File: config.mk
export PLATFORM = sky130hd
export DESIGN_NAME = wl_calib_ctrl
export DESIGN_NICKNAME = d
export VERILOG_FILES = /design/src/rtl/wl_pkg.sv /design/src/rtl/wl_sync.sv /design/src/rtl/wl_vote.sv /design/src/rtl/wl_result_bank.sv /design/src/rtl/wl_calib_ctrl.sv
export SDC_FILE = /design/constraint.sdc
export NUM_CORES = 1
export LEC_CHECK = 0
export BUFFER_PORTS_ARGS = -buffer_cell sky130_fd_sc_hd__buf_2
export CAP_MARGIN = 20
export CORE_MARGIN = 3
export CORE_UTILIZATION = 38
export CTS_BUF_LIST = sky130_fd_sc_hd__clkbuf_4 sky130_fd_sc_hd__clkbuf_8
export CTS_CLUSTER_DIAMETER = 60
export DETAILED_ROUTE_END_ITERATION = 16
export HOLD_SLACK_MARGIN = 0.03
export PLACE_DENSITY_LB_ADDON = 0.1
export SLEW_MARGIN = 10
export SYNTH_ARGS = -nofsm -noshare
export SYNTH_HDL_FRONTEND = slang
export SYNTH_HIERARCHICAL = 1
export SYNTH_SLANG_ARGS = --single-unit
File: constraint.sdc
create_clock -name clk -period 2.2 [get_ports clk]
set_input_delay 0.33 -clock clk [delete_from_list [all_inputs] [get_ports clk]]
set_output_delay 0.33 -clock clk [all_outputs]
set_load 0.005 [all_outputs]
File: src/rtl/wl_pkg.sv
package wl_pkg;
    typedef enum logic [2:0] {
        ST_IDLE,
        ST_SETTLE,
        ST_SAMPLE,
        ST_DECIDE,
        ST_ADVANCE,
        ST_FINISH
    } wl_state_e;
endpackage

File: src/rtl/wl_sync.sv
module wl_sync #(
    parameter int WIDTH = 4
) (
    input  logic             clk,
    input  logic             rst_n,
    input  logic [WIDTH-1:0] async_i,
    output logic [WIDTH-1:0] sync_o
);
    logic [WIDTH-1:0] meta_q;
    logic [WIDTH-1:0] stab_q;

    always_ff @(posedge clk or negedge rst_n) begin
        if (!rst_n) begin
            meta_q <= '0;
            stab_q <= '0;
        end else begin
            meta_q <= async_i;
            stab_q <= meta_q;
        end
    end

    assign sync_o = stab_q;
endmodule

File: src/rtl/wl_vote.sv
module wl_vote #(
    parameter int VOTES = 3
) (
    input  logic clk,
    input  logic rst_n,
    input  logic clr_i,
    input  logic en_i,
    input  logic bit_i,
    output logic maj_o
);
    localparam int CNT_W = $clog2(VOTES + 1);

    logic [CNT_W-1:0] ones_q;

    always_ff @(posedge clk or negedge rst_n) begin
        if (!rst_n) begin
            ones_q <= '0;
        end else if (clr_i) begin
            ones_q <= '0;
        end else if (en_i && bit_i) begin
            ones_q <= ones_q + 1'b1;
        end
    end

    assign maj_o = (ones_q > CNT_W'(VOTES / 2));
endmodule

File: src/rtl/wl_result_bank.sv
module wl_result_bank #(
    parameter int LANES = 4,
    parameter int TAP_W = 6
) (
    input  logic                                    clk,
    input  logic                                    rst_n,
    input  logic                                    clr_i,
    input  logic                                    we_i,
    input  logic [(LANES > 1 ? $clog2(LANES) : 1)-1:0] lane_i,
    input  logic [TAP_W-1:0]                        val_i,
    input  logic                                    err_i,
    output logic [LANES*TAP_W-1:0]                  res_o,
    output logic [LANES-1:0]                        err_o
);
    localparam int LANE_W = (LANES > 1) ? $clog2(LANES) : 1;

    for (genvar l = 0; l < LANES; l++) begin : g_lane
        logic [TAP_W-1:0] res_q;
        logic             err_q;

        always_ff @(posedge clk or negedge rst_n) begin
            if (!rst_n) begin
                res_q <= '0;
                err_q <= 1'b0;
            end else if (clr_i) begin
                res_q <= '0;
                err_q <= 1'b0;
            end else if (we_i && lane_i == LANE_W'(l)) begin
                res_q <= val_i;
                err_q <= err_i;
            end
        end

        assign res_o[l*TAP_W +: TAP_W] = res_q;
        assign err_o[l]                = err_q;
    end
endmodule

File: src/rtl/wl_calib_ctrl.sv
module wl_calib_ctrl
    import wl_pkg::*;
#(
    parameter int LANES    = 4,
    parameter int TAP_W    = 6,
    parameter int SETTLE_W = 8,
    parameter int VOTES    = 3
) (
    input  logic                   clk,
    input  logic                   rst_n,
    input  logic                   start_i,
    input  logic [SETTLE_W-1:0]    settle_cycles_i,
    input  logic [LANES-1:0]       fb_i,
    output logic [LANES*TAP_W-1:0] tap_o,
    output logic                   busy_o,
    output logic                   done_o,
    output logic [LANES*TAP_W-1:0] result_o,
    output logic [LANES-1:0]       error_o
);
    localparam int               LANE_W  = (LANES > 1) ? $clog2(LANES) : 1;
    localparam int               SAMP_W  = $clog2(VOTES + 1);
    localparam logic [TAP_W-1:0] MAX_TAP = {TAP_W{1'b1}};
    localparam logic [LANE_W-1:0] LAST_LANE = LANE_W'(LANES - 1);

    wl_state_e state_q, state_d;

    logic [LANE_W-1:0]   lane_q;
    logic [TAP_W-1:0]    tap_q;
    logic [SETTLE_W-1:0] settle_q;
    logic [SETTLE_W-1:0] wait_q;
    logic [SAMP_W-1:0]   samp_q;
    logic                prev_bit_q;
    logic                prev_ok_q;

    logic [LANES-1:0] fb_sync;
    logic             fb_sel;
    logic             maj;
    logic             rise_hit;
    logic             at_max;
    logic             lane_end;
    logic             accept;

    wl_sync #(.WIDTH(LANES)) u_sync (
        .clk    (clk),
        .rst_n  (rst_n),
        .async_i(fb_i),
        .sync_o (fb_sync)
    );

    assign fb_sel = fb_sync[lane_q];

    wl_vote #(.VOTES(VOTES)) u_vote (
        .clk  (clk),
        .rst_n(rst_n),
        .clr_i(state_q == ST_SETTLE),
        .en_i (state_q == ST_SAMPLE),
        .bit_i(fb_sel),
        .maj_o(maj)
    );

    assign rise_hit = prev_ok_q && !prev_bit_q && maj;
    assign at_max   = (tap_q == MAX_TAP);
    assign lane_end = rise_hit || at_max;
    assign accept   = (state_q == ST_IDLE) && start_i;

    wl_result_bank #(.LANES(LANES), .TAP_W(TAP_W)) u_bank (
        .clk   (clk),
        .rst_n (rst_n),
        .clr_i (accept),
        .we_i  ((state_q == ST_DECIDE) && lane_end),
        .lane_i(lane_q),
        .val_i (tap_q),
        .err_i (!rise_hit),
        .res_o (result_o),
        .err_o (error_o)
    );

    // state register
    always_ff @(posedge clk or negedge rst_n) begin
        if (!rst_n) state_q <= ST_IDLE;
        else        state_q <= state_d;
    end

    // next-state logic
    always_comb begin
        state_d = state_q;
        unique case (state_q)
            ST_IDLE:    if (start_i) state_d = ST_SETTLE;
            ST_SETTLE:  if (wait_q == '0) state_d = ST_SAMPLE;
            ST_SAMPLE:  if (samp_q == SAMP_W'(VOTES - 1)) state_d = ST_DECIDE;
            ST_DECIDE:  state_d = lane_end ? ST_ADVANCE : ST_SETTLE;
            ST_ADVANCE: state_d = (lane_q == LAST_LANE) ? ST_FINISH : ST_SETTLE;
            ST_FINISH:  state_d = ST_IDLE;
            default:    state_d = ST_IDLE;
        endcase
    end

    // sweep datapath
    always_ff @(posedge clk or negedge rst_n) begin
        if (!rst_n) begin
            lane_q     <= '0;
            tap_q      <= '0;
            settle_q   <= '0;
            wait_q     <= '0;
            samp_q     <= '0;
            prev_bit_q <= 1'b0;
            prev_ok_q  <= 1'b0;
        end else begin
            unique case (state_q)
                ST_IDLE: begin
                    if (start_i) begin
                        lane_q    <= '0;
                        tap_q     <= '0;
                        prev_ok_q <= 1'b0;
                        settle_q  <= settle_cycles_i;
                        wait_q    <= settle_cycles_i;
                    end
                end
                ST_SETTLE: begin
                    samp_q <= '0;
                    if (wait_q != '0) wait_q <= wait_q - 1'b1;
                end
                ST_SAMPLE: begin
                    samp_q <= samp_q + 1'b1;
                end
                ST_DECIDE: begin
                    if (!lane_end) begin
                        tap_q      <= tap_q + 1'b1;
                        prev_bit_q <= maj;
                        prev_ok_q  <= 1'b1;
                        wait_q     <= settle_q;
                    end
                end
                ST_ADVANCE: begin
                    if (lane_q != LAST_LANE) begin
                        lane_q    <= lane_q + 1'b1;
                        tap_q     <= '0;
                        prev_ok_q <= 1'b0;
                        wait_q    <= settle_q;
                    end
                end
                ST_FINISH: begin
                end
                default: begin
                end
            endcase
        end
    end

    // outputs
    always_comb begin
        busy_o = (state_q != ST_IDLE) && (state_q != ST_FINISH);
        done_o = (state_q == ST_FINISH);
    end

    for (genvar l = 0; l < LANES; l++) begin : g_tap
        assign tap_o[l*TAP_W +: TAP_W] =
            (busy_o && lane_q == LANE_W'(l)) ? tap_q : result_o[l*TAP_W +: TAP_W];
    end
endmodule


==> summary.md, run 1 <==
| Metric | Value |
|---|---|
| Commonest non-fill, non-tap cell in the layout | `dfrtp_1` |
| GPL Wtd Cong | `0.7647` |
| Gr usage total | `19.19%` |
| Via-per-instance ratio | `5.183` |
| Initial antenna violation count | `0` |
| Final worst slack | `-69.56 ps` |
| Design Area, Final | `0.005079 mm2` |
| Die Wd | `108.2 um` |
| Crit path time final | `2270 ps` |
| Final setup skew | `12.75 ps` |
| Cell variety after synth | `67` |
| Syn Inst Count | `375` |
| WL/cell | `17.24 um` |
| Vias in the first global route | `3058` |
| Post-DP HPWL | `7354 um` |
| Synth async-reset ratio | `100.0%` |
| Max Freq | `440.6 MHz` |
| Sequential fraction of the synthesis area | `43.53%` |
| Synth Area in XOR/XNOR | `0.2208%` |
| FP Rows | `36` |
| Final core occ | `51.02%` |
| Crit Path Class | `flip-flop to output port` |
| Nets | `487` |
| Initial Util | `39.84%` |
| Final period utilization | `103.2%` |
| Synth Register Bits | `69` |
| Final hold vios | `0` |
| Num Clock Sinks | `69` |
| 1st-iter DRT viols | `109` |
| Congestion Overflow GR | `0` |
| Fin. max-slew vios | `0` |
| Global-route wire length before repair | `17200 um` |
| IO buf count | `68` |
| Worst min-delay path class | `primary input to flip-flop` |
| H-tree level count | `3` |
| Share of layout cells above drive strength 1 | `36.11%` |
| Via count | `3115` |
| Post-synthesis simple-gate area fraction | `17.92%` |
| Failing checks | `setup timing` |
| Status | `finished with violations` |
| Die Height | `108.2 um` |
| CORE AREA | `0.009955 mm2` |
| Die Area | `0.01170 mm2` |
| Unrepaired setup endpoints after global routing | `true` |
| Syn-to-layout area delta | `28.04%` |
| TritonCTS buffer count | `9` |
| Worst-path clk slew | `80 ps` |
| Worst-margin pin slew | `659.2 ps` |
| Dpl cell area | `0.004594 mm2` |
| Cell area after synthesis | `0.003966 mm2` |
| Drt first pass iters | `4` |
| Slew HR | `55.86%` |
| Clk_lat worst skew | `340 ps` |
| Num ports | `69` |
| Maximum vdd drop | `0.3288 mV` |
| Leakage Power | `2.553 nW` |
| Post-synthesis adder-cell area fraction | `2.839%` |
| Synth Flop Type | `dfrtp_1` |
| Total Power | `4.075 mW` |
| Crit path max fanout | `6` |
| Most frequent cells in the layout | `68 x dfrtp_1, 44 x buf_2, 39 x nand2b_1` |
| Synth Area per Inst | `10.58 um2` |
| Antenna cells | `0` |
| CP endpoint kind | `output port` |
| Final setup vio count | `24` |
| Synth Area in Compound Gates | `13.63%` |
| Number of synthesized flops with an enable pin | `0` |
| Detail Route Antenna Nets | `0` |
| Max-Cap Viols | `0` |
| Largest net degree at the start of global routing | `45` |
| Post-Synthesis Net Count | `399` |
| Multiplexer area fraction after synthesis | `17.44%` |
| Clock buffer depth | `2` |
| Remaining DRCs | `0` |
| Syn. warnings | `6` |
| Crit path DAT | `1940 ps` |
| Main combinational cell family by area after synthesis | `simple AND/OR/NAND/NOR gates` |
| Setup TNS | `-1518 ps` |
| CTS tree | `yes` |
| CP Launch Type | `flip-flop` |
| WL final | `10360 um` |
| Root buffer cell | `clkbuf_8` |
| Power per cell area | `802.4 mW/mm2` |
| Worst endpoint required time | `1870 ps` |
==> flip-flops by register name, summed over array words and instances (netlist names) <==
register / cells
lane_q: 2
prev_bit_q: 1
prev_ok_q: 1
samp_q: 2
settle_q: 8
state_q: 3
tap_q: 6
u_bank/g_lane.err_q: 4
u_bank/g_lane.res_q: 24
u_sync/meta_q: 4
u_sync/sync_o: 4
u_vote/ones_q: 2
wait_q: 8
==> worst paths after layout <==
path | slack [ps] | endpoint | start | cells past startpoint
min in group asynchronous | 520 | u_bank/g_lane[1].res_q[0] | rst_n | 2
worst min register to register | 350 | u_sync/sync_o[1] | u_sync/meta_q[1] | 0
max in group asynchronous | 1100 | lane_q[0] | rst_n | 3
worst max-delay path | -70 | tap_o[22] | state_q[2] | 5
worst min-delay path | 90 | u_sync/meta_q[2] | fb_i[2] | 1
worst max register to register | 130 | wait_q[0] | u_vote/ones_q[0] | 7
==> cell type report <==
cell class | instances | area [um2]
multi-input combinational | 269 | 2195
clock buffer | 11 | 138.9
inverter | 15 | 56.30
clock inverter | 5 | 27.53
tap | 133 | 166.4
timing repair buffer | 99 | 767.0
fill | 927 | 4876
sequential | 69 | 1728
==> worst max-delay path: stages, from the launching register on <==
cell,delay (ps)
dfrtp_1,370
and2b_1,200
or3_4,450
nand2_8,140
mux2_4,320
buf_6,120
==> through the flow <==
step | worst slack [ps] | cells | hold WS [ps]
3_5_place_dp | 66.40 | 581 | 335.6
2_1_floorplan | 152.8 | 375 | 34.41
4_1_cts | -82.99 | 600 | 79.78
5_1_grt | -147.0 | 601 | 64.46
6_report | -69.56 | 601 | 94.09
3_3_place_gp | 93.29 | 581 | 331.4
==> logic make-up after synthesis <==
family	after synthesis
compound gates	76
xor+xnor	1
fa+ha+maj	9
buf+inv	37
flops	69
mux	63
simple gates	120
==> Yosys cell counts, types with 3 or more instances <==
cell type  number  area share (%)
nand2_1        27             2.6
nand3b_1        4            0.76
nand2_4         4             1.1
nor2_1         18             1.7
nand3_1         4            0.50
dfrtp_1        69              44
inv_1          14             1.3
o21ai_0        22             2.8
a211oi_1        4            0.76
a21oi_1        10             1.3
nand2b_1       39             6.2
o22ai_1         3            0.47
and3_1          5            0.79
clkbuf_1        7            0.66
a31oi_1         3            0.47
buf_4           5            0.95
ha_1            9             2.8
mux2_2         29             8.2
buf_2           8             1.0
a22o_1          7             1.5
mux2i_1        29             7.3
==> routing by layer <==
metal	GRT usage (%)	vias to the layer above	wire, um
met3	3.164	7	453
li1	-	1503	-
met5	0	-	0
met1	28.84	1544	4989
met4	5.230	0	76
met2	28.55	61	4843
==> report_power, final <==
group	leakage, nW	total [mW]	internal (mW)	switching [mW]
clock network	0.0897	0.914	0.427	0.487
registers	0.906	1.64	1.47	0.179
logic	1.56	1.52	0.721	0.794
total	2.55	4.07	2.61	1.46
==> what timing repair did <==
action / in CTS / in global routing
buffers inserted: 2 / 1
endpoints found under the hold margin: 20 / 0
resized for setup: 52 / 4
pin swaps: 5 / 0
cloned: 0 / 0
hold buffers: 1 / 0
endpoints found under the setup margin: 24 / 30
Note: power is estimated with default switching activity, not from simulation.
==> run 2: changes to the inputs <==
--- a/config.mk
+++ b/config.mk
@@ -12,9 +12,10 @@
 export CTS_BUF_LIST = sky130_fd_sc_hd__clkbuf_4 sky130_fd_sc_hd__clkbuf_8
 export CTS_CLUSTER_DIAMETER = 60
 export DETAILED_ROUTE_END_ITERATION = 16
+export GPL_ROUTABILITY_DRIVEN = 0
 export HOLD_SLACK_MARGIN = 0.03
-export PLACE_DENSITY_LB_ADDON = 0.1
-export SLEW_MARGIN = 10
+export PLACE_DENSITY = 0.61
+export SLEW_MARGIN = 20
 export SYNTH_ARGS = -nofsm -noshare
 export SYNTH_HDL_FRONTEND = slang
 export SYNTH_HIERARCHICAL = 1
==> run 2 against run 1 <==
Compared with the run above:
- the flow still finishes with violations (setup timing)
- maximum frequency shrank 2.2%
- design area down 0.86%
- via count shrank 0.42%
- wire length down 6.8%
- clock skew is 7.2 ps higher
- clock power up 14%
- combinational power shrank 3%
- critical path depth unchanged
- sequential share of layout area grew 0.27 points
- clock-buffer cell count decreased by 2
- critical endpoint is now tap_o[20]
- largest cell class unchanged
- largest power group unchanged
==> summary.md, run 2 (same netlist as run 1, synthesis figures left out) <==
| Metric | Value |
|---|---|
| Max Freq | `431.1 MHz` |
| Commonest non-fill, non-tap cell in the layout | `dfrtp_1` |
| Final setup skew | `19.91 ps` |
| TritonCTS buffer count | `9` |
| Via count | `3102` |
| Nets | `483` |
| Worst endpoint required time | `1870 ps` |
| Worst R2R End | `wait_q[0]` |
| Fin. max-slew vios | `0` |
| Worst-path clk slew | `80 ps` |
| Syn-to-layout area delta | `26.94%` |
| CP bufs+invs | `1` |
| Unrepaired setup endpoints after global routing | `true` |
| Final hold vios | `0` |
| Antenna cells | `0` |
| CP top delay family | `simple AND/OR/NAND/NOR gates` |
| Die Height | `108.2 um` |
| Detail Route Antenna Nets | `0` |
| WL final | `9659 um` |
| Crit path DAT | `1990 ps` |
| Via-per-instance ratio | `5.196` |
| Most frequent cells in the layout | `69 x dfrtp_1, 49 x buf_2, 39 x nand2b_1` |
| Crit path time final | `2319 ps` |
| Worst min-delay path class | `primary input to flip-flop` |
| Max-Cap Viols | `0` |
| Global-route wire length before repair | `15560 um` |
| FP Rows | `36` |
| Initial Util | `39.84%` |
| Slowest cell delay on critical path | `450 ps` |
| R2r worst-path depth | `8` |
| Crit path max fanout | `6` |
| Crit path launch | `state_q[0]` |
| Post-DP HPWL | `6705 um` |
| IO buf count | `68` |
| Share of layout cells above drive strength 1 | `35.78%` |
| Failing checks | `setup timing` |
| Gr usage total | `17.11%` |
| Die Area | `0.01170 mm2` |
| Clock buffer depth | `2` |
| Num Clock Sinks | `69` |
| Status | `finished with violations` |
| Worst hold slack | `86.28 ps` |
| Final core occ | `50.58%` |
| Remaining DRCs | `0` |
| Largest net degree at the start of global routing | `70` |
| CP endpoint kind | `output port` |
| CTS tree | `yes` |
| Design Area, Final | `0.005035 mm2` |
| Worst-path cell chain | `and2b_1, or3_4, nand2_8, mux2_2, buf_2` |
| Flop-to-flop setup slack | `110 ps` |
| Slowest-stage cell, CP | `or3_4` |
| Largest reg by FF count | `u_bank/g_lane.res_q` |
| Total Power | `4.158 mW` |
| 1st-iter DRT viols | `161` |
| CORE AREA | `0.009955 mm2` |
| Vias in the first global route | `2931` |
| Dpl cell area | `0.004552 mm2` |
| H-tree level count | `3` |
| Worst-margin pin slew | `578.0 ps` |
| Largest regs | `u_bank/g_lane.res_q: 24 flops, settle_q: 8 flops, wait_q: 8 flops` |
| Crit Path Class | `flip-flop to output port` |
| Final worst slack | `-119.5 ps` |
| Maximum vdd drop | `0.3468 mV` |
| Final setup vio count | `24` |
| CP Launch Type | `flip-flop` |
| Reg-to-reg critical path startpoint | `state_q[0]` |
| Leakage Power | `2.527 nW` |
| Drt first pass iters | `4` |
| Setup TNS | `-2355 ps` |
| Die Wd | `108.2 um` |
| Congestion Overflow GR | `0` |
| Slew HR | `61.29%` |
| WL/cell | `16.18 um` |
| Largest register FFs | `24` |
| Power per cell area | `825.8 mW/mm2` |
| CP endpoint | `tap_o[20]` |
| Root buffer cell | `clkbuf_8` |
| Worst path depth | `5` |
| Final period utilization | `105.4%` |
| Initial antenna violation count | `0` |
| Clk_lat worst skew | `360 ps` |
| Num ports | `69` |
-- run 2: cell count changes in the layout (fill, tap and decap cells not counted), moves of 2 or more --
cell,before,now
clkbuf_4,2,0
clkinv_2,4,1
buf_2,44,49
mux2_4,26,22
mux2_2,7,11
clkinv_4,0,3
buf_4,26,23
buf_6,25,20
-- run 2: how the worst min path moves through the flow --
stage / from / slack, ps / end / depth (start not counted)
2_1_floorplan: rst_n / 30 / lane_q[0] / 0
3_3_place_gp: u_sync/meta_q[3] / 330 / u_sync/sync_o[3] / 0
3_5_place_dp: u_sync/meta_q[2] / 340 / u_sync/sync_o[2] / 0
4_1_cts: fb_i[0] / 70 / u_sync/meta_q[0] / 1
5_1_grt: fb_i[2] / 70 / u_sync/meta_q[2] / 1
6_report: fb_i[0] / 90 / u_sync/meta_q[0] / 1
-- run 2: cell type report --
class	instances	area (um2)
fillers	908	4920
inverters	15	56.30
clock buffers	9	123.9
clock inverters	7	76.32
repair buffers	95	693.2
well taps	133	166.4
flip-flops and latches	69	1727
multi-input cells	269	2192
-- run 2: layer usage --
| layer | part of all wire [%] | global-route usage, % | vias up |
|---|---|---|---|
| li1 | - | - | 1507 |
| met1 | 48 | 24.04 | 1524 |
| met4 | 1.0 | 4.869 | 0 |
| met2 | 47 | 26.69 | 64 |
| met5 | 0 | 0 | - |
| met3 | 4.6 | 3.701 | 7 |
-- run 2: power by group --
group	switching, mW	total, mW	leakage, nW	internal (mW)
registers	0.182	1.65	0.907	1.47
logic	0.763	1.47	1.52	0.708
clock network	0.512	1.04	0.0954	0.526
-- run 2: per-stage QoR --
step	setup slack, ps	instances
after detailed placement	36.42	577
after global routing	-204.1	597
final	-119.5	597
after floorplan	152.8	375
after global placement	75.60	577
after CTS	-119.2	597
-- run 2: what timing repair did --
action	4_1_cts	5_1_grt
gates resized for setup	33	16
pin swaps	5	2
buffers inserted	3	0
setup endpoints to repair	24	45
hold buffers	1	0
endpoints found under the hold margin	69	0
